`src/rtl/scl_coef_pkg.sv`:
```
package scl_coef_pkg;
  localparam int NUM_FILT_TYPES = 6;

  typedef enum logic [1:0] {
    ST_IDLE  = 2'd0,
    ST_WRITE = 2'd1,
    ST_SWAP  = 2'd2
  } ld_state_e;

  // code bit 0 selects the horizontal direction
  function automatic logic type_is_horz(input logic [2:0] code);
    return code[0];
  endfunction
endpackage

```
`src/rtl/coef_addr_gen.sv`:
```
module coef_addr_gen #(
  parameter int PH_W    = 6,
  parameter int PAIR_W  = 2,
  parameter int LAST_PH = 32
) (
  input  logic              clk_i,
  input  logic              rst_ni,
  input  logic              clr_i,
  input  logic              step_i,
  input  logic [PAIR_W-1:0] last_pair_i,
  output logic [PH_W-1:0]   ph_o,
  output logic [PAIR_W-1:0] pair_o,
  output logic              last_o
);
  logic [PH_W-1:0]   ph_q;
  logic [PAIR_W-1:0] pair_q;

  always_ff @(posedge clk_i or negedge rst_ni) begin
    if (!rst_ni) begin
      ph_q   <= '0;
      pair_q <= '0;
    end else if (clr_i) begin
      ph_q   <= '0;
      pair_q <= '0;
    end else if (step_i) begin
      if (pair_q == last_pair_i) begin
        pair_q <= '0;
        ph_q   <= ph_q + 1'b1;
      end else begin
        pair_q <= pair_q + 1'b1;
      end
    end
  end

  assign ph_o   = ph_q;
  assign pair_o = pair_q;
  assign last_o = (ph_q == PH_W'(LAST_PH)) && (pair_q == last_pair_i);
endmodule

```
`src/rtl/coef_pack.sv`:
```
module coef_pack #(
  parameter int TBL_W   = 12,
  parameter int TAP_W   = 4,
  parameter int PH_W    = 6,
  parameter int PAIR_W  = 2,
  parameter int TADDR_W = 9,
  localparam int COEF_W = TBL_W + 2
) (
  input  logic [TAP_W-1:0]   taps_i,
  input  logic [PH_W-1:0]    ph_i,
  input  logic [PAIR_W-1:0]  pair_i,
  input  logic [TBL_W-1:0]   even_raw_i,
  input  logic [TBL_W-1:0]   odd_raw_i,
  output logic [TADDR_W-1:0] even_addr_o,
  output logic [TADDR_W-1:0] odd_addr_o,
  output logic [COEF_W-1:0]  even_o,
  output logic [COEF_W-1:0]  odd_o
);
  logic [TADDR_W-1:0] base;
  logic [TADDR_W-1:0] odd_idx;
  logic               odd_ok;

  always_comb begin
    base        = TADDR_W'(ph_i) * TADDR_W'(taps_i);
    even_addr_o = base + {TADDR_W'(pair_i), 1'b0} ;
    odd_addr_o  = even_addr_o + 1'b1;
    odd_idx     = {TADDR_W'(pair_i), 1'b1};
    odd_ok      = odd_idx < TADDR_W'(taps_i);
    even_o      = {even_raw_i, 2'b00};
    odd_o       = odd_ok ? {odd_raw_i, 2'b00} : '0;
  end
endmodule

```
`src/rtl/coef_table_hist.sv`:
```
module coef_table_hist #(
  parameter int NUM_TYPES = 6,
  parameter int ID_W      = 8,
  parameter int TYPE_W    = 3
) (
  input  logic              clk_i,
  input  logic              rst_ni,
  input  logic [TYPE_W-1:0] qry_type_i,
  input  logic [ID_W-1:0]   qry_id_i,
  output logic              changed_o,
  input  logic              upd_i,
  input  logic [TYPE_W-1:0] upd_type_i,
  input  logic [ID_W-1:0]   upd_id_i
);
  logic [NUM_TYPES-1:0] hit;
  logic [NUM_TYPES-1:0] sel;

  for (genvar g = 0; g < NUM_TYPES; g++) begin : g_slot
    logic            vld_q;
    logic [ID_W-1:0] id_q;

    always_ff @(posedge clk_i or negedge rst_ni) begin
      if (!rst_ni) begin
        vld_q <= 1'b0;
        id_q  <= '0;
      end else if (upd_i && upd_type_i == TYPE_W'(g)) begin
        vld_q <= 1'b1;
        id_q  <= upd_id_i;
      end
    end

    assign sel[g] = (qry_type_i == TYPE_W'(g));
    assign hit[g] = vld_q && (id_q == qry_id_i);
  end

  assign changed_o = ~|(sel & hit);
endmodule

```
`src/rtl/coef_bank_ctl.sv`:
```
module coef_bank_ctl (
  input  logic clk_i,
  input  logic rst_ni,
  input  logic set_pend_i,
  input  logic idle_i,
  input  logic frame_i,
  output logic active_o
);
  logic active_q, pend_q, flip;

  // swap deferred until a frame edge finds the loader idle
  assign flip = frame_i && idle_i && pend_q;

  always_ff @(posedge clk_i or negedge rst_ni) begin
    if (!rst_ni) begin
      active_q <= 1'b0;
      pend_q   <= 1'b0;
    end else begin
      active_q <= active_q ^ flip;
      pend_q   <= set_pend_i | (pend_q & ~flip);
    end
  end

  assign active_o = active_q;
endmodule

```
`src/rtl/scl_coef_loader.sv`:
```
module scl_coef_loader
  import scl_coef_pkg::*;
#(
  parameter int TBL_W      = 12,
  parameter int ID_W       = 8,
  parameter int MAX_TAPS   = 8,
  parameter int NUM_PHASES = 64,
  parameter int SHARP_W    = 3,
  localparam int COEF_W    = TBL_W + 2,
  localparam int LOAD_PH   = NUM_PHASES / 2 + 1,
  localparam int PH_W      = $clog2(LOAD_PH + 1),
  localparam int PAIR_W    = $clog2((MAX_TAPS + 1) / 2),
  localparam int TAP_W     = $clog2(MAX_TAPS + 1),
  localparam int TADDR_W   = $clog2(LOAD_PH * MAX_TAPS)
) (
  input  logic               clk_i,
  input  logic               rst_ni,
  input  logic               start_i,
  input  logic [2:0]         filt_type_i,
  input  logic [TAP_W-1:0]   taps_i,
  input  logic [TAP_W-1:0]   partner_taps_i,
  input  logic [SHARP_W-1:0] sharp_lvl_i,
  input  logic [ID_W-1:0]    tbl_id_i,
  input  logic               frame_i,
  output logic [TADDR_W-1:0] tbl_even_addr_o,
  output logic [TADDR_W-1:0] tbl_odd_addr_o,
  input  logic [TBL_W-1:0]   tbl_even_i,
  input  logic [TBL_W-1:0]   tbl_odd_i,
  output logic               ram_we_o,
  output logic               ram_bank_o,
  output logic [2:0]         ram_type_o,
  output logic [PH_W-1:0]    ram_phase_o,
  output logic [PAIR_W-1:0]  ram_pair_o,
  output logic [COEF_W-1:0]  ram_even_o,
  output logic               ram_even_en_o,
  output logic [COEF_W-1:0]  ram_odd_o,
  output logic               ram_odd_en_o,
  output logic               done_o,
  output logic               busy_o,
  output logic               active_bank_o,
  output logic               hc_h_o,
  output logic               hc_v_o,
  output logic               sharp_h_o,
  output logic               sharp_v_o
);
  ld_state_e         state_q, state_d;
  logic [2:0]        type_q;
  logic [TAP_W-1:0]  taps_q;
  logic [ID_W-1:0]   id_q;
  logic [PAIR_W-1:0] last_pair_q;
  logic              skip_done_q;
  logic [1:0]        hc_q, sharp_q;

  logic              cmd_ok, accept, hc_req, changed, skip, last_wr;
  logic [TAP_W-1:0]  taps_m1;
  logic              active;

  assign cmd_ok  = (filt_type_i < 3'(NUM_FILT_TYPES)) && (taps_i <= TAP_W'(MAX_TAPS));
  assign accept  = start_i && (state_q == ST_IDLE) && cmd_ok;
  assign hc_req  = (taps_i == TAP_W'(2)) && (partner_taps_i == TAP_W'(2));
  assign skip    = hc_req || (taps_i < TAP_W'(2)) || !changed;
  assign taps_m1 = taps_i - 1'b1;

  always_comb begin
    state_d = state_q;
    unique case (state_q)
      ST_IDLE:  if (accept && !skip) state_d = ST_WRITE;
      ST_WRITE: if (last_wr) state_d = ST_SWAP;
      ST_SWAP:  state_d = ST_IDLE;
      default:  state_d = ST_IDLE;
    endcase
  end

  always_ff @(posedge clk_i or negedge rst_ni) begin
    if (!rst_ni) begin
      state_q     <= ST_IDLE;
      type_q      <= '0;
      taps_q      <= '0;
      id_q        <= '0;
      last_pair_q <= '0;
      skip_done_q <= 1'b0;
      hc_q        <= '0;
      sharp_q     <= '0;
    end else begin
      state_q     <= state_d;
      skip_done_q <= accept && skip;
      if (accept) begin
        hc_q[type_is_horz(filt_type_i)]    <= hc_req;
        sharp_q[type_is_horz(filt_type_i)] <= hc_req && (sharp_lvl_i != '0);
        if (!skip) begin
          type_q      <= filt_type_i;
          taps_q      <= taps_i;
          id_q        <= tbl_id_i;
          last_pair_q <= taps_m1[PAIR_W:1];
        end
      end
    end
  end

  coef_table_hist #(
    .NUM_TYPES(NUM_FILT_TYPES), .ID_W(ID_W), .TYPE_W(3)
  ) u_hist (
    .clk_i      (clk_i),
    .rst_ni     (rst_ni),
    .qry_type_i (filt_type_i),
    .qry_id_i   (tbl_id_i),
    .changed_o  (changed),
    .upd_i      (state_q == ST_SWAP),
    .upd_type_i (type_q),
    .upd_id_i   (id_q)
  );

  coef_addr_gen #(
    .PH_W(PH_W), .PAIR_W(PAIR_W), .LAST_PH(LOAD_PH - 1)
  ) u_addr (
    .clk_i       (clk_i),
    .rst_ni      (rst_ni),
    .clr_i       (accept),
    .step_i      (state_q == ST_WRITE),
    .last_pair_i (last_pair_q),
    .ph_o        (ram_phase_o),
    .pair_o      (ram_pair_o),
    .last_o      (last_wr)
  );

  coef_pack #(
    .TBL_W(TBL_W), .TAP_W(TAP_W), .PH_W(PH_W), .PAIR_W(PAIR_W), .TADDR_W(TADDR_W)
  ) u_pack (
    .taps_i      (taps_q),
    .ph_i        (ram_phase_o),
    .pair_i      (ram_pair_o),
    .even_raw_i  (tbl_even_i),
    .odd_raw_i   (tbl_odd_i),
    .even_addr_o (tbl_even_addr_o),
    .odd_addr_o  (tbl_odd_addr_o),
    .even_o      (ram_even_o),
    .odd_o       (ram_odd_o)
  );

  coef_bank_ctl u_bank (
    .clk_i      (clk_i),
    .rst_ni     (rst_ni),
    .set_pend_i (state_q == ST_SWAP),
    .idle_i     (state_q == ST_IDLE),
    .frame_i    (frame_i),
    .active_o   (active)
  );

  assign ram_we_o      = (state_q == ST_WRITE);
  assign ram_even_en_o = ram_we_o;
  assign ram_odd_en_o  = ram_we_o;
  assign ram_bank_o    = ~active;
  assign ram_type_o    = type_q;
  assign active_bank_o = active;
  assign busy_o        = (state_q != ST_IDLE);
  assign done_o        = skip_done_q || (state_q == ST_SWAP);
  assign hc_v_o        = hc_q[0];
  assign hc_h_o        = hc_q[1];
  assign sharp_v_o     = sharp_q[0];
  assign sharp_h_o     = sharp_q[1];
endmodule

```
`config.mk`:
```
export PLATFORM = sky130hd
export DESIGN_NAME = scl_coef_loader
export DESIGN_NICKNAME = d
export VERILOG_FILES = /design/src/rtl/scl_coef_pkg.sv /design/src/rtl/coef_addr_gen.sv /design/src/rtl/coef_pack.sv /design/src/rtl/coef_table_hist.sv /design/src/rtl/coef_bank_ctl.sv /design/src/rtl/scl_coef_loader.sv
export SDC_FILE = /design/constraint.sdc
export NUM_CORES = 1
export LEC_CHECK = 0
export ABC_AREA = 1
export BUFFER_PORTS_ARGS = -buffer_cell sky130_fd_sc_hd__buf_4
export CORE_MARGIN = 8
export CORE_UTILIZATION = 55
export DETAILED_ROUTE_END_ITERATION = 8
export PLACE_DENSITY = 0.86
export RECOVER_POWER = 25
export SYNTH_ARGS = -nofsm -noshare
export SYNTH_HDL_FRONTEND = slang
export SYNTH_SLANG_ARGS = --single-unit
```
`constraint.sdc`:
```
create_clock -name clk_i -period 13.86 [get_ports clk_i]
set_clock_uncertainty 0.2 [all_clocks]
set_input_delay 4.158 -clock clk_i [delete_from_list [all_inputs] [get_ports clk_i]]
set_output_delay 4.158 -clock clk_i [all_outputs]
set_load 0.02 [all_outputs]
```
==> impl_metrics.csv <==
group,metric,value,unit
route,routedWlPerCell,15.05,um
global_routing,antenna_found_initial,0,
sta,min_period,8947,ps
job,cap_violations,1,
global_routing,overflow,0,
global_routing,grt_pass1_vias,4755,
cts,cts-resized-gates,0,
cts,cts_setup_buffers,0,
global_routing,grt_max_degree,89,
global_routing,grt_use_total,20.78,%
placed_design,portBuffers,89,
yosys,yosys.cell_types.count,35,
sta,setup-tns-final,0,ps
critical_path,critical_path_class,"primary input to output pin",
route,drtAntennaViolNets,0,
sta,drv_slew,89,
critical_path,worst_path_max_delay_cell,"buf_4",
finish,stdcell_area,6289,um2
finish,diodes,0,
placed_design,gp_congestion,0.8399,
yosys,syn_inst,717,
power_and_ir_drop,static-leakage-power,3.384,nW
yosys,syn_area,5527,um2
yosys,synth_edf_count,0,
yosys,ys_seq_area_share,39.85,%
placed_design,dp_hpwl,10240,um
yosys,synth-seq-cells,88,
finish,nets,859,
finish,area_growth,13.79,%
route,via_per_inst,5.316,
critical_path,critPathCaptureType,"output pin",
yosys,synthFlopType,"dfrtp_1",
critical_path,cp_max_fo,1,
sta,fmaxAchievable,111.8,MHz
critical_path,cp_data_required_time,9500,ps
cts,cts_sinks,88,
route,drc,0,
cts,cts_max_path_buffers,2,
sta,worstMarginPinSlew,4557,ps
yosys,synth_warnings,0,
cts,postCtsHoldBufs,0,
finish,final_common_cell,"nand2_1",
sta,finalCritPeriodShare,64.55,%
placed_design,dpl.cell_count,899,
route,drt_iter0_drc,390,
sta,whs,272.6,ps
critical_path,cp.buffers_inverters,3,
die,rows,36,
sta,relSlewSlack,-203.8,%
route,drt_wl_total,13770,um
sta,setup_viol,0,
route,via_count,4864,
die,die_w,116.2,um
route,dr.pass1.iters,5,
yosys,async_reset_ff_share,100.0,%
outcome,status,"complete, but fails checks",
cts,clk_latency,370,ps
critical_path,cp-start-kind,"primary input",
cts,htree_num_levels,3,
die,die_y,116.2,um
placed_design,placed_cell_area,6098,um2
min_path,hp-class,"register to register",
finish,stdcell_count,915,
cts,cts_root_buf,"clkbuf_8",
critical_path,crit_chain,"buf_4, inv_1, nor2_1, buf_4",
finish,drive_above_1_share,16.24,%
critical_path,cp_top_family,"buffers and inverters",
outcome,violations,"max-capacitance violations, max-slew violations",
sta,rsz0062_at_grt,"false",
critical_path,cp_common_cell,"buf_4",
power_and_ir_drop,total_power,1.131,mW
critical_path,arrival,4590,ps
global_routing,grt_pass1_wl,22250,um
finish,final_cell_mix,"nand2_1 (206), inv_1 (94), dfrtp_1 (88)",
die,core,9774,um2
die,die_area,13510,um2
cts,clkTransAtPathRegs,90,ps
cts,tritoncts,"done",
sta,hold_viol,0,
power_and_ir_drop,p_per_area,179.9,nW/um2
die,initial_core_util,56.54,%
yosys,syn-mean-instance-area,7.708,um2
cts,numCtsBuffers,9,
critical_path,slowest_delay,170,ps
power_and_ir_drop,ir_worst_vdd,0.1340,mV
die,ioPinCount,118,
==> Yosys cell counts, types with 2 or more instances <==
master	n	area share, %
or2_0	3	0.34
clkbuf_1	12	0.81
xor2_1	12	1.9
xnor2_1	31	4.9
buf_2	3	0.27
dfrtp_1	88	40
o21ai_0	53	4.8
a21oi_1	13	1.2
fa_1	9	3.3
nand3_1	24	2.2
inv_1	94	6.4
nor2_1	51	3.5
ha_1	23	5.2
nor3_1	7	0.63
nand4_1	27	3.1
mux2_2	2	0.41
nand2_1	206	14
inv_2	13	0.88
o21ai_1	4	0.36
buf_4	27	3.7
==> cell families after synthesis <==
family / count (synthesis) / synth area share (%)
muxes: 2 / 0.4075
xor gates and xnor gates: 43 / 6.815
other: 1 / 0.06785
AOI/OAI and AO/OA: 73 / 6.724
adders and majority gates: 32 / 8.467
and+or+nand+nor: 328 / 25.45
buffers and inverters: 150 / 12.23
DFF: 88 / 39.85
==> power breakdown <==
part	switching (mW)	total (mW)	leakage, nW	internal [mW]
clock network	0.105	0.176	0.0977	0.0711
logic	0.366	0.592	2.11	0.226
registers	0.0580	0.363	1.18	0.305
total	0.529	1.13	3.38	0.602
==> area by class of cell <==
type                    instances  area, um2
multi-input cells             482       2660
repair buffers                 89      664.4
clock inverters                 7      70.07
flip-flops and latches         88       2202
clock buffers                   9      123.9
inverters                     107      401.6
fillers                       799       3486
well taps                     133      166.4
==> per-stage QoR <==
stage,utilization [%],worst slack [ps]
detailed placement,62.39,4930
finish,64.34,4913
CTS,64.38,4924
global placement,62.39,4966
floorplan,-,5030
global route,64.34,4739
==> worst paths after layout <==
check / startpoint / to / slack, ps / cells after the start
worst min register to register: u_hist.g_slot[4].vld_q / u_hist.g_slot[4].vld_q / 270 / 2
max in group asynchronous: rst_ni / u_hist.g_slot[4].id_q[7] / 5710 / 1
min in group asynchronous: rst_ni / u_hist.g_slot[5].id_q[3] / 5200 / 1
worst max-delay path: tbl_odd_i[8] / ram_odd_o[10] / 4910 / 4
worst max register to register: state_q[1] / id_q[1] / 11180 / 6
worst min-delay path: u_hist.g_slot[4].vld_q / u_hist.g_slot[4].vld_q / 270 / 2
==> state kept, by name (all words and copies together), names as in the netlist <==
| signal | flops |
|---|---|
| u_addr.ph_o | 6 |
| u_hist.g_slot.vld_q | 6 |
| ram_type_o | 3 |
| u_bank.active_o | 1 |
| id_q | 8 |
| u_addr.pair_o | 2 |
| u_bank.pend_q | 1 |
| hc_q | 2 |
| state_q | 2 |
| taps_q | 4 |
| u_hist.g_slot.id_q | 48 |
| skip_done_q | 1 |
| sharp_q | 2 |
| last_pair_q | 2 |
==> routing by layer <==
| layer | GRT usage, % | vias to the layer above | part of all wire (%) | wire length, um |
|---|---|---|---|---|
| met3 | 4.188 | 37 | 6.3 | 871 |
| met4 | 8.124 | 0 | 2.4 | 325 |
| met5 | 0 | - | 0 | 0 |
| met2 | 36.90 | 177 | 52 | 7157 |
| met1 | 24.06 | 2323 | 39 | 5413 |
| li1 | - | 2327 | - | - |
==> worst reg2reg max path, cell delays in order (launching register included) <==
cell     delay, ps
dfrtp_1        410
nor2_1         210
nand4_1        440
inv_1          740
nand3_4        320
nand2_1        190
nand2_1         80
(Power assumes the default switching activity.)
